==> config.mk <==
export PLATFORM = sky130hd
export DESIGN_NAME = sercmd_stat
export DESIGN_NICKNAME = d
export VERILOG_FILES = /design/src/rtl/sercmd_pkg.sv /design/src/rtl/sercmd_decode.sv /design/src/rtl/sercmd_ptr.sv /design/src/rtl/sercmd_eom.sv /design/src/rtl/sercmd_extlatch.sv /design/src/rtl/sercmd_stat.sv
export SDC_FILE = /design/constraint.sdc
export NUM_CORES = 1
export LEC_CHECK = 0
export ABC_AREA = 1
export BUFFER_PORTS_ARGS = -buffer_cell sky130_fd_sc_hd__buf_2
export CAP_MARGIN = 40
export CORE_MARGIN = 4
export CORE_UTILIZATION = 45
export CTS_CLUSTER_DIAMETER = 120
export DETAILED_ROUTE_END_ITERATION = 12
export HOLD_SLACK_MARGIN = 0.06
export PLACE_DENSITY = 0.8
export SLEW_MARGIN = 10
export SYNTH_ARGS = -nofsm -noshare
export SYNTH_HDL_FRONTEND = slang
export SYNTH_SLANG_ARGS = --single-unit
==> constraint.sdc <==
create_clock -name clk -period 1.35 [get_ports clk]
set_clock_uncertainty 0.15 [all_clocks]
set_input_delay 0.135 -clock clk [delete_from_list [all_inputs] [get_ports clk]]
set_output_delay 0.135 -clock clk [all_outputs]
set_load 0.02 [all_outputs]
==> src/rtl/sercmd_pkg.sv <==
`timescale 1ns/1ps
// Package: shared codes and decoded-command type for the command/status block.
// Assumes an 8-bit command byte: pointer in bits 2:0, command code in 5:3,
// second reset code in 7:6.
package sercmd_pkg;

    localparam int BYTE_W   = 8;
    localparam int PTR_W    = 3;
    localparam int STRB_W   = 7;
    localparam int CODE_STRB_BASE = 3;  // first command code that maps to a strobe
    localparam int N_CODE_STRB    = 5;  // codes 3..7 map to strobes 0..4

    typedef enum logic [2:0] {
        CMD_NULL     = 3'd0,
        CMD_PTR_HI   = 3'd1,
        CMD_STAT_RST = 3'd2,
        CMD_ABORT    = 3'd3,
        CMD_RXNEXT   = 3'd4,
        CMD_TXIP_RST = 3'd5,
        CMD_ERR_RST  = 3'd6,
        CMD_IUS_RST  = 3'd7
    } cmd_e;

    typedef enum logic [1:0] {
        RST_NONE  = 2'd0,
        RST_RXCRC = 2'd1,
        RST_TXCRC = 2'd2,
        RST_EOM   = 2'd3
    } rst_e;

    typedef struct packed {
        logic             ptr_hi;
        logic             stat_rst;
        logic             eom_rst;
        logic [PTR_W-1:0] ptr;
    } dec_t;

endpackage

==> src/rtl/sercmd_decode.sv <==
`timescale 1ns/1ps
// Module: sercmd_decode
// Splits a command byte into same-cycle control fields (pointer, point-high,
// status reset, eom reset) and registered one-cycle command strobes.
// Assumes wr_en is high for one cycle per CPU write.
module sercmd_decode
    import sercmd_pkg::*;
(
    input  logic              clk,
    input  logic              rst_n,
    input  logic              wr_en,
    input  logic [BYTE_W-1:0] wr_data,
    output dec_t              dec,
    output logic [STRB_W-1:0] strb
);

    cmd_e              code;
    rst_e              rcode;
    logic [STRB_W-1:0] strb_nxt;

    // Field extraction of the command byte.
    always_comb begin
        code  = cmd_e'(wr_data[5:3]);
        rcode = rst_e'(wr_data[7:6]);
    end

    // Same-cycle decoded controls consumed by pointer, latch and eom logic.
    always_comb begin
        dec.ptr      = wr_data[PTR_W-1:0];
        dec.ptr_hi   = wr_en && (code == CMD_PTR_HI);
        dec.stat_rst = wr_en && (code == CMD_STAT_RST);
        dec.eom_rst  = wr_en && (rcode == RST_EOM);
    end

    // One strobe bit per command code 3..7.
    genvar gi;
    generate
        for (gi = 0; gi < N_CODE_STRB; gi++) begin : g_code_strb
            always_comb strb_nxt[gi] = wr_en && (wr_data[5:3] == 3'(gi + CODE_STRB_BASE));
        end
    endgenerate

    // Strobes from the second reset code.
    always_comb begin
        strb_nxt[N_CODE_STRB]     = wr_en && (rcode == RST_RXCRC);
        strb_nxt[N_CODE_STRB + 1] = wr_en && (rcode == RST_TXCRC);
    end

    // Register strobes so each pulses on the edge after the write.
    always_ff @(posedge clk) begin
        if (!rst_n) strb <= '0;
        else        strb <= strb_nxt;
    end

endmodule

==> src/rtl/sercmd_ptr.sv <==
`timescale 1ns/1ps
// Module: sercmd_ptr
// Holds the register pointer. Point-high lifts the address by eight for one
// access; any access to a non-zero register returns the pointer to zero.
// Assumes a write and an access in the same cycle let the write win.
module sercmd_ptr #(
    parameter int PTR_W = 3
) (
    input  logic             clk,
    input  logic             rst_n,
    input  logic             wr_en,
    input  logic [PTR_W-1:0] ptr_in,
    input  logic             ptr_hi,
    input  logic             reg_access,
    output logic [PTR_W:0]   reg_addr
);

    logic [PTR_W-1:0] ptr_q;
    logic             hi_q;

    // Load on write, clear after an access to a non-zero register.
    always_ff @(posedge clk) begin
        if (!rst_n) begin
            ptr_q <= '0;
            hi_q  <= 1'b0;
        end else if (wr_en) begin
            ptr_q <= ptr_in;
            hi_q  <= ptr_hi;
        end else if (reg_access && (hi_q || (ptr_q != '0))) begin
            ptr_q <= '0;
            hi_q  <= 1'b0;
        end
    end

    // Upper bank bit sits above the pointer field.
    always_comb reg_addr = {hi_q, ptr_q};

endmodule

==> src/rtl/sercmd_eom.sv <==
`timescale 1ns/1ps
// Module: sercmd_eom
// Transmit underrun/end-of-message flag. Set by CRC start; cleared by the eom
// reset code only while the transmitter is enabled. When disabled, the reset
// code is turned into a force request for the status latch.
// Assumes set wins over a same-cycle clear.
module sercmd_eom (
    input  logic clk,
    input  logic rst_n,
    input  logic crc_start,
    input  logic tx_en,
    input  logic eom_rst,
    output logic eom_q,
    output logic force_req
);

    // Flag update.
    always_ff @(posedge clk) begin
        if (!rst_n)                 eom_q <= 1'b0;
        else if (crc_start)         eom_q <= 1'b1;
        else if (eom_rst && tx_en)  eom_q <= 1'b0;
    end

    // Disabled-transmitter reset becomes a status event request.
    always_comb force_req = eom_rst && !tx_en;

endmodule

==> src/rtl/sercmd_extlatch.sv <==
`timescale 1ns/1ps
// Module: sercmd_extlatch
// Latches the status vector on change and freezes it while pending, with a
// one-deep queue for changes seen while frozen. A status reset releases the
// latch; a queued value is loaded and the event re-pends one cycle later.
// Assumes src inputs are synchronous to clk.
module sercmd_extlatch #(
    parameter int W = 6
) (
    input  logic         clk,
    input  logic         rst_n,
    input  logic [W-1:0] src,
    input  logic [W-1:0] clr_val,
    input  logic         stat_rst,
    input  logic         force_req,
    output logic [W-1:0] lat_q,
    output logic         pend_q
);

    logic [W-1:0] que_q;
    logic         que_v;
    logic         rearm_q;
    logic         force_ev;

    // A forced event happens if nothing is pending or a reset comes with it.
    always_comb force_ev = force_req && (!pend_q || stat_rst);

    // Latch, queue and pending state machine.
    always_ff @(posedge clk) begin
        if (!rst_n) begin
            lat_q   <= clr_val;
            pend_q  <= 1'b0;
            que_q   <= '0;
            que_v   <= 1'b0;
            rearm_q <= 1'b0;
        end else if (force_ev) begin
            lat_q   <= clr_val;
            pend_q  <= 1'b1;
            que_v   <= 1'b0;
            rearm_q <= 1'b0;
        end else if (stat_rst) begin
            pend_q <= 1'b0;
            if (que_v) begin
                lat_q   <= que_q;
                que_v   <= 1'b0;
                rearm_q <= 1'b1;
            end else begin
                rearm_q <= 1'b0;
            end
        end else if (rearm_q) begin
            pend_q  <= 1'b1;
            rearm_q <= 1'b0;
        end else if (!pend_q) begin
            if (src != lat_q) begin
                lat_q  <= src;
                pend_q <= 1'b1;
            end
        end else if (src != lat_q) begin
            que_q <= src;
            que_v <= 1'b1;
        end
    end

endmodule

==> src/rtl/sercmd_stat.sv <==
`timescale 1ns/1ps
// Module: sercmd_stat (top)
// Command register decode plus external status latch and underrun/EOM flag
// for one serial channel. Assumes all inputs synchronous to clk.
module sercmd_stat
    import sercmd_pkg::*;
#(
    parameter int N_EXT = 5
) (
    input  logic             clk,
    input  logic             rst_n,
    input  logic             wr_en,
    input  logic [7:0]       wr_data,
    input  logic             reg_access,
    output logic [3:0]       reg_addr,
    output logic [6:0]       cmd_strb,
    input  logic [N_EXT-1:0] ext_in,
    input  logic             crc_start,
    input  logic             tx_en,
    input  logic             ext_ie,
    output logic             ext_irq,
    output logic [N_EXT:0]   stat_q,
    output logic             tx_eom
);

    localparam int SW = N_EXT + 1;

    dec_t          dec;
    logic          force_req;
    logic          pend;
    logic [SW-1:0] src;
    logic [SW-1:0] clr_val;

    sercmd_decode u_dec (
        .clk     (clk),
        .rst_n   (rst_n),
        .wr_en   (wr_en),
        .wr_data (wr_data),
        .dec     (dec),
        .strb    (cmd_strb)
    );

    sercmd_ptr #(.PTR_W(PTR_W)) u_ptr (
        .clk        (clk),
        .rst_n      (rst_n),
        .wr_en      (wr_en),
        .ptr_in     (dec.ptr),
        .ptr_hi     (dec.ptr_hi),
        .reg_access (reg_access),
        .reg_addr   (reg_addr)
    );

    sercmd_eom u_eom (
        .clk       (clk),
        .rst_n     (rst_n),
        .crc_start (crc_start),
        .tx_en     (tx_en),
        .eom_rst   (dec.eom_rst),
        .eom_q     (tx_eom),
        .force_req (force_req)
    );

    // Status vector sources: live flag above the external inputs.
    always_comb begin
        src     = {tx_eom, ext_in};
        clr_val = {1'b0, ext_in};
    end

    sercmd_extlatch #(.W(SW)) u_lat (
        .clk       (clk),
        .rst_n     (rst_n),
        .src       (src),
        .clr_val   (clr_val),
        .stat_rst  (dec.stat_rst),
        .force_req (force_req),
        .lat_q     (stat_q),
        .pend_q    (pend)
    );

    // Request gated by the enable.
    always_comb ext_irq = pend && ext_ie;

endmodule

==> impl_metrics.json <==
{
  "final.hold.worst_slack_ns": -0.0457,
  "ys_seq_elements": 27,
  "nets": 276,
  "synth_top_family_by_area": "simple AND/OR/NAND/NOR gates",
  "setup_total_negative_slack_ns": -1.66,
  "final_critical_path_share_of_the_clock_period_pct": 110,
  "setup.reg_to_reg.worst_slack_ns": -0.14,
  "rows": 18,
  "preCtsSetupSlack_ns": -0.163,
  "synth-adder-area-share_pct": 0,
  "critical-path-top-delay-family": "simple AND/OR/NAND/NOR gates",
  "gr-total-overflow": 0,
  "num_antenna_cells": 0,
  "fraction_of_synthesized_cell_area_taken_by_the_top_area_cell_type_pct": 35.2,
  "final_max_slew_violation_count": 0,
  "postCtsSetupRepairBufs": 0,
  "synth_edf_count": 5,
  "number_of_input_and_output_port_buffers_inserted": 38,
  "timing_worst_setup_path_type": "flip-flop to flip-flop",
  "violated_checks": "hold timing, setup timing",
  "die_w_um": 60.7,
  "top_ff_cell_synth": "dfxtp_1",
  "yosys.cell_types.count": 18,
  "cp_slowest_stage_delay_ns": 0.44,
  "cts_sinks": 27,
  "synth_top_area_cell": "dfxtp_1",
  "timing.max_cap.violations": 0,
  "antenna_found_initial": 0,
  "drc_errors": 0,
  "timing.critical_path.slowest_stage_cell": "edfxtp_1",
  "worst_tran_pin_value_ns": 0.336,
  "synth_xor_area_share_pct": 0,
  "drive_gt1_share_pct": 37.6,
  "ys_seq_area_share_pct": 47.2,
  "floorplan.initialDensity_pct": 48.7,
  "fp.dieArea_sq_um": 3690,
  "design.core.area_sq_um": 2570,
  "finalHoldViolCount": 1,
  "timing.critical_path.from_type": "flip-flop",
  "total_power_mw": 1.69,
  "detail_route.vias_per_cell": 4.63,
  "pwr_density_cell_nw_per_um2": 868,
  "postLayoutSetupSlackWorst_ns": -0.139,
  "run_status": "finished with violations",
  "synth.cell_area_sq_um": 1250,
  "synthesis.yosys.warnings": 0,
  "drt_iter0_markers": 40,
  "synthMostInstantiatedCell": "nand2_1",
  "yosys-mux-area-fraction_pct": 0,
  "synth_common_cells": "52 x nand2_1, 28 x inv_1, 26 x nor2_1",
  "synth_simple_gate_area_share_pct": 32.9,
  "synth_top_cells_by_area": "dfxtp_1 35%, nand2_1 16%, edfxtp_1 12%, inv_1 8.4%, nor2_1 7.8%",
  "setup_repair_after_global_routing_missed_its_margin": "yes",
  "place_hpwl_um": 2140,
  "critical_path.max_fanout": 5,
  "final-setup-viol-count": 19,
  "ctsLongestPathBuffers": 2,
  "detail_route.wirelength_um": 3250,
  "synth_nets": 193,
  "route.vias.total": 1320,
  "vdd_ir_drop_max_v": 0.000786,
  "crit_path_cell_trace": "nor2_1 > nor2_1 > nor2_2 > nand3_4 > nand2_4 > nand3_4",
  "gpl.final_weighted_congestion": 0.812,
  "worst_setup_hold_path_clk_slew_ns": 0.15,
  "grt_use_total_pct": 17.5,
  "vias_in_the_first_global_route": 1143,
  "timing.critical_path.buf_inv": 0,
  "syn_to_final_growth_pct": 55.6,
  "synth-compound-area-share_pct": 8.20,
  "drtPass1Iterations": 4,
  "synthCells": 173,
  "critical_path_required_ns": 1.30,
  "period_minus_slack_ns": 1.49,
  "upper_clock_frequency_limit_mhz": 671,
  "holdCritPathClass": "primary input to flip-flop",
  "timing.critical_path.arrival_ns": 1.44,
  "floorplan.io_pins": 39,
  "antenna_left": 0,
  "syn-mean-instance-area_sq_um": 7.23,
  "grt_pass1_wl_um": 4860,
  "worst_skew_pair.late_latency_ns": 0.33,
  "utilization_pct": 75.8,
  "die_height_um": 60.7,
  "drt-wirelength-per-cell_um": 11.4,
  "clock-root-buffer": "clkbuf_4",
  "p_leak_nw": 1.02,
  "slew-limit-headroom_pct": 77.4,
  "end_kind": "flip-flop",
  "postSynth.asyncResetShare_pct": 0,
  "cts_buffers": 3,
  "clock_tree.htree_level_count": 1,
  "clock_tree_from_tritoncts": "done",
  "grt_max_degree": 17
}
cell families (layout without fill, tap and decap cells):
kind of cell | after synthesis | in the layout
compound gates | 16 | 16
simple gates | 97 | 98
buf+inv | 33 | 114
flops | 27 | 27
worst min-delay path, cell delays in order:
cell and delay, ns:
buf_2 0.09, nor2_1 0.05, o21ai_2 0.07, a21oi_1 0.07
timing repair:
action	CTS	global route
endpoints found under the hold margin	23	9
resized for setup	0	17
pin swaps	0	6
gates cloned	0	1
hold buffers	19	5
endpoints found under the setup margin	19	22
registers in the layout, indices dropped and copies added (netlist names):
| register | cells |
|---|---|
| u_lat.pend_q | 1 |
| u_ptr.ptr_q | 3 |
| u_dec.strb | 7 |
| u_lat.rearm_q | 1 |
| u_ptr.hi_q | 1 |
| u_lat.que_v | 1 |
| u_lat.que_q | 6 |
| u_lat.lat_q | 6 |
| u_eom.eom_q | 1 |
report_power, final:
part	internal (mW)	switching, mW
clock network	0.114	0.244
registers	0.874	0.0275
logic	0.201	0.231
total	1.19	0.502
per-layer routing:
layer	part of all wire (%)	GRT usage, %	up-vias
li1	-	-	692
met1	40	20.2	585
met2	53	31.8	38
met3	4.6	2.98	5
met4	1.7	7.43	0
met5	0	0	-
layout by cell type (no fill, tap or decap), drive strengths merged, types with 5 or more instances in the layout:
cell type / n
buf: 59
nand2: 55
inv: 29
nor2: 28
dlygate4sd3: 22
dfxtp: 22
o21ai: 9
a21oi: 7
nand3: 7
nor3: 6
edfxtp: 5
per-stage QoR:
stage,area (sq um),std cells
final,1950,285
after global routing,1950,285
after CTS,1850,281
after detailed placement,1630,258
after global placement,1630,258
after floorplan,1280,173
final timing paths:
path,from,end,cells past startpoint
setup / recovery,u_lat.lat_q[3],u_lat.lat_q[1],6
hold / removal,tx_en,u_lat.pend_q,4
setup reg to reg,u_lat.lat_q[3],u_lat.lat_q[1],6
hold reg to reg,u_lat.que_v,u_lat.rearm_q,2
final cells by class:
type	count	area, sq um
multi-input combinational	114	599
timing repair buffer	81	578
clock inverter	1	7.51
inverter	29	109
clock buffer	3	22.5
sequential	27	593
tap	30	37.5
fill	191	621
Power figures use the tool's default switching activity.
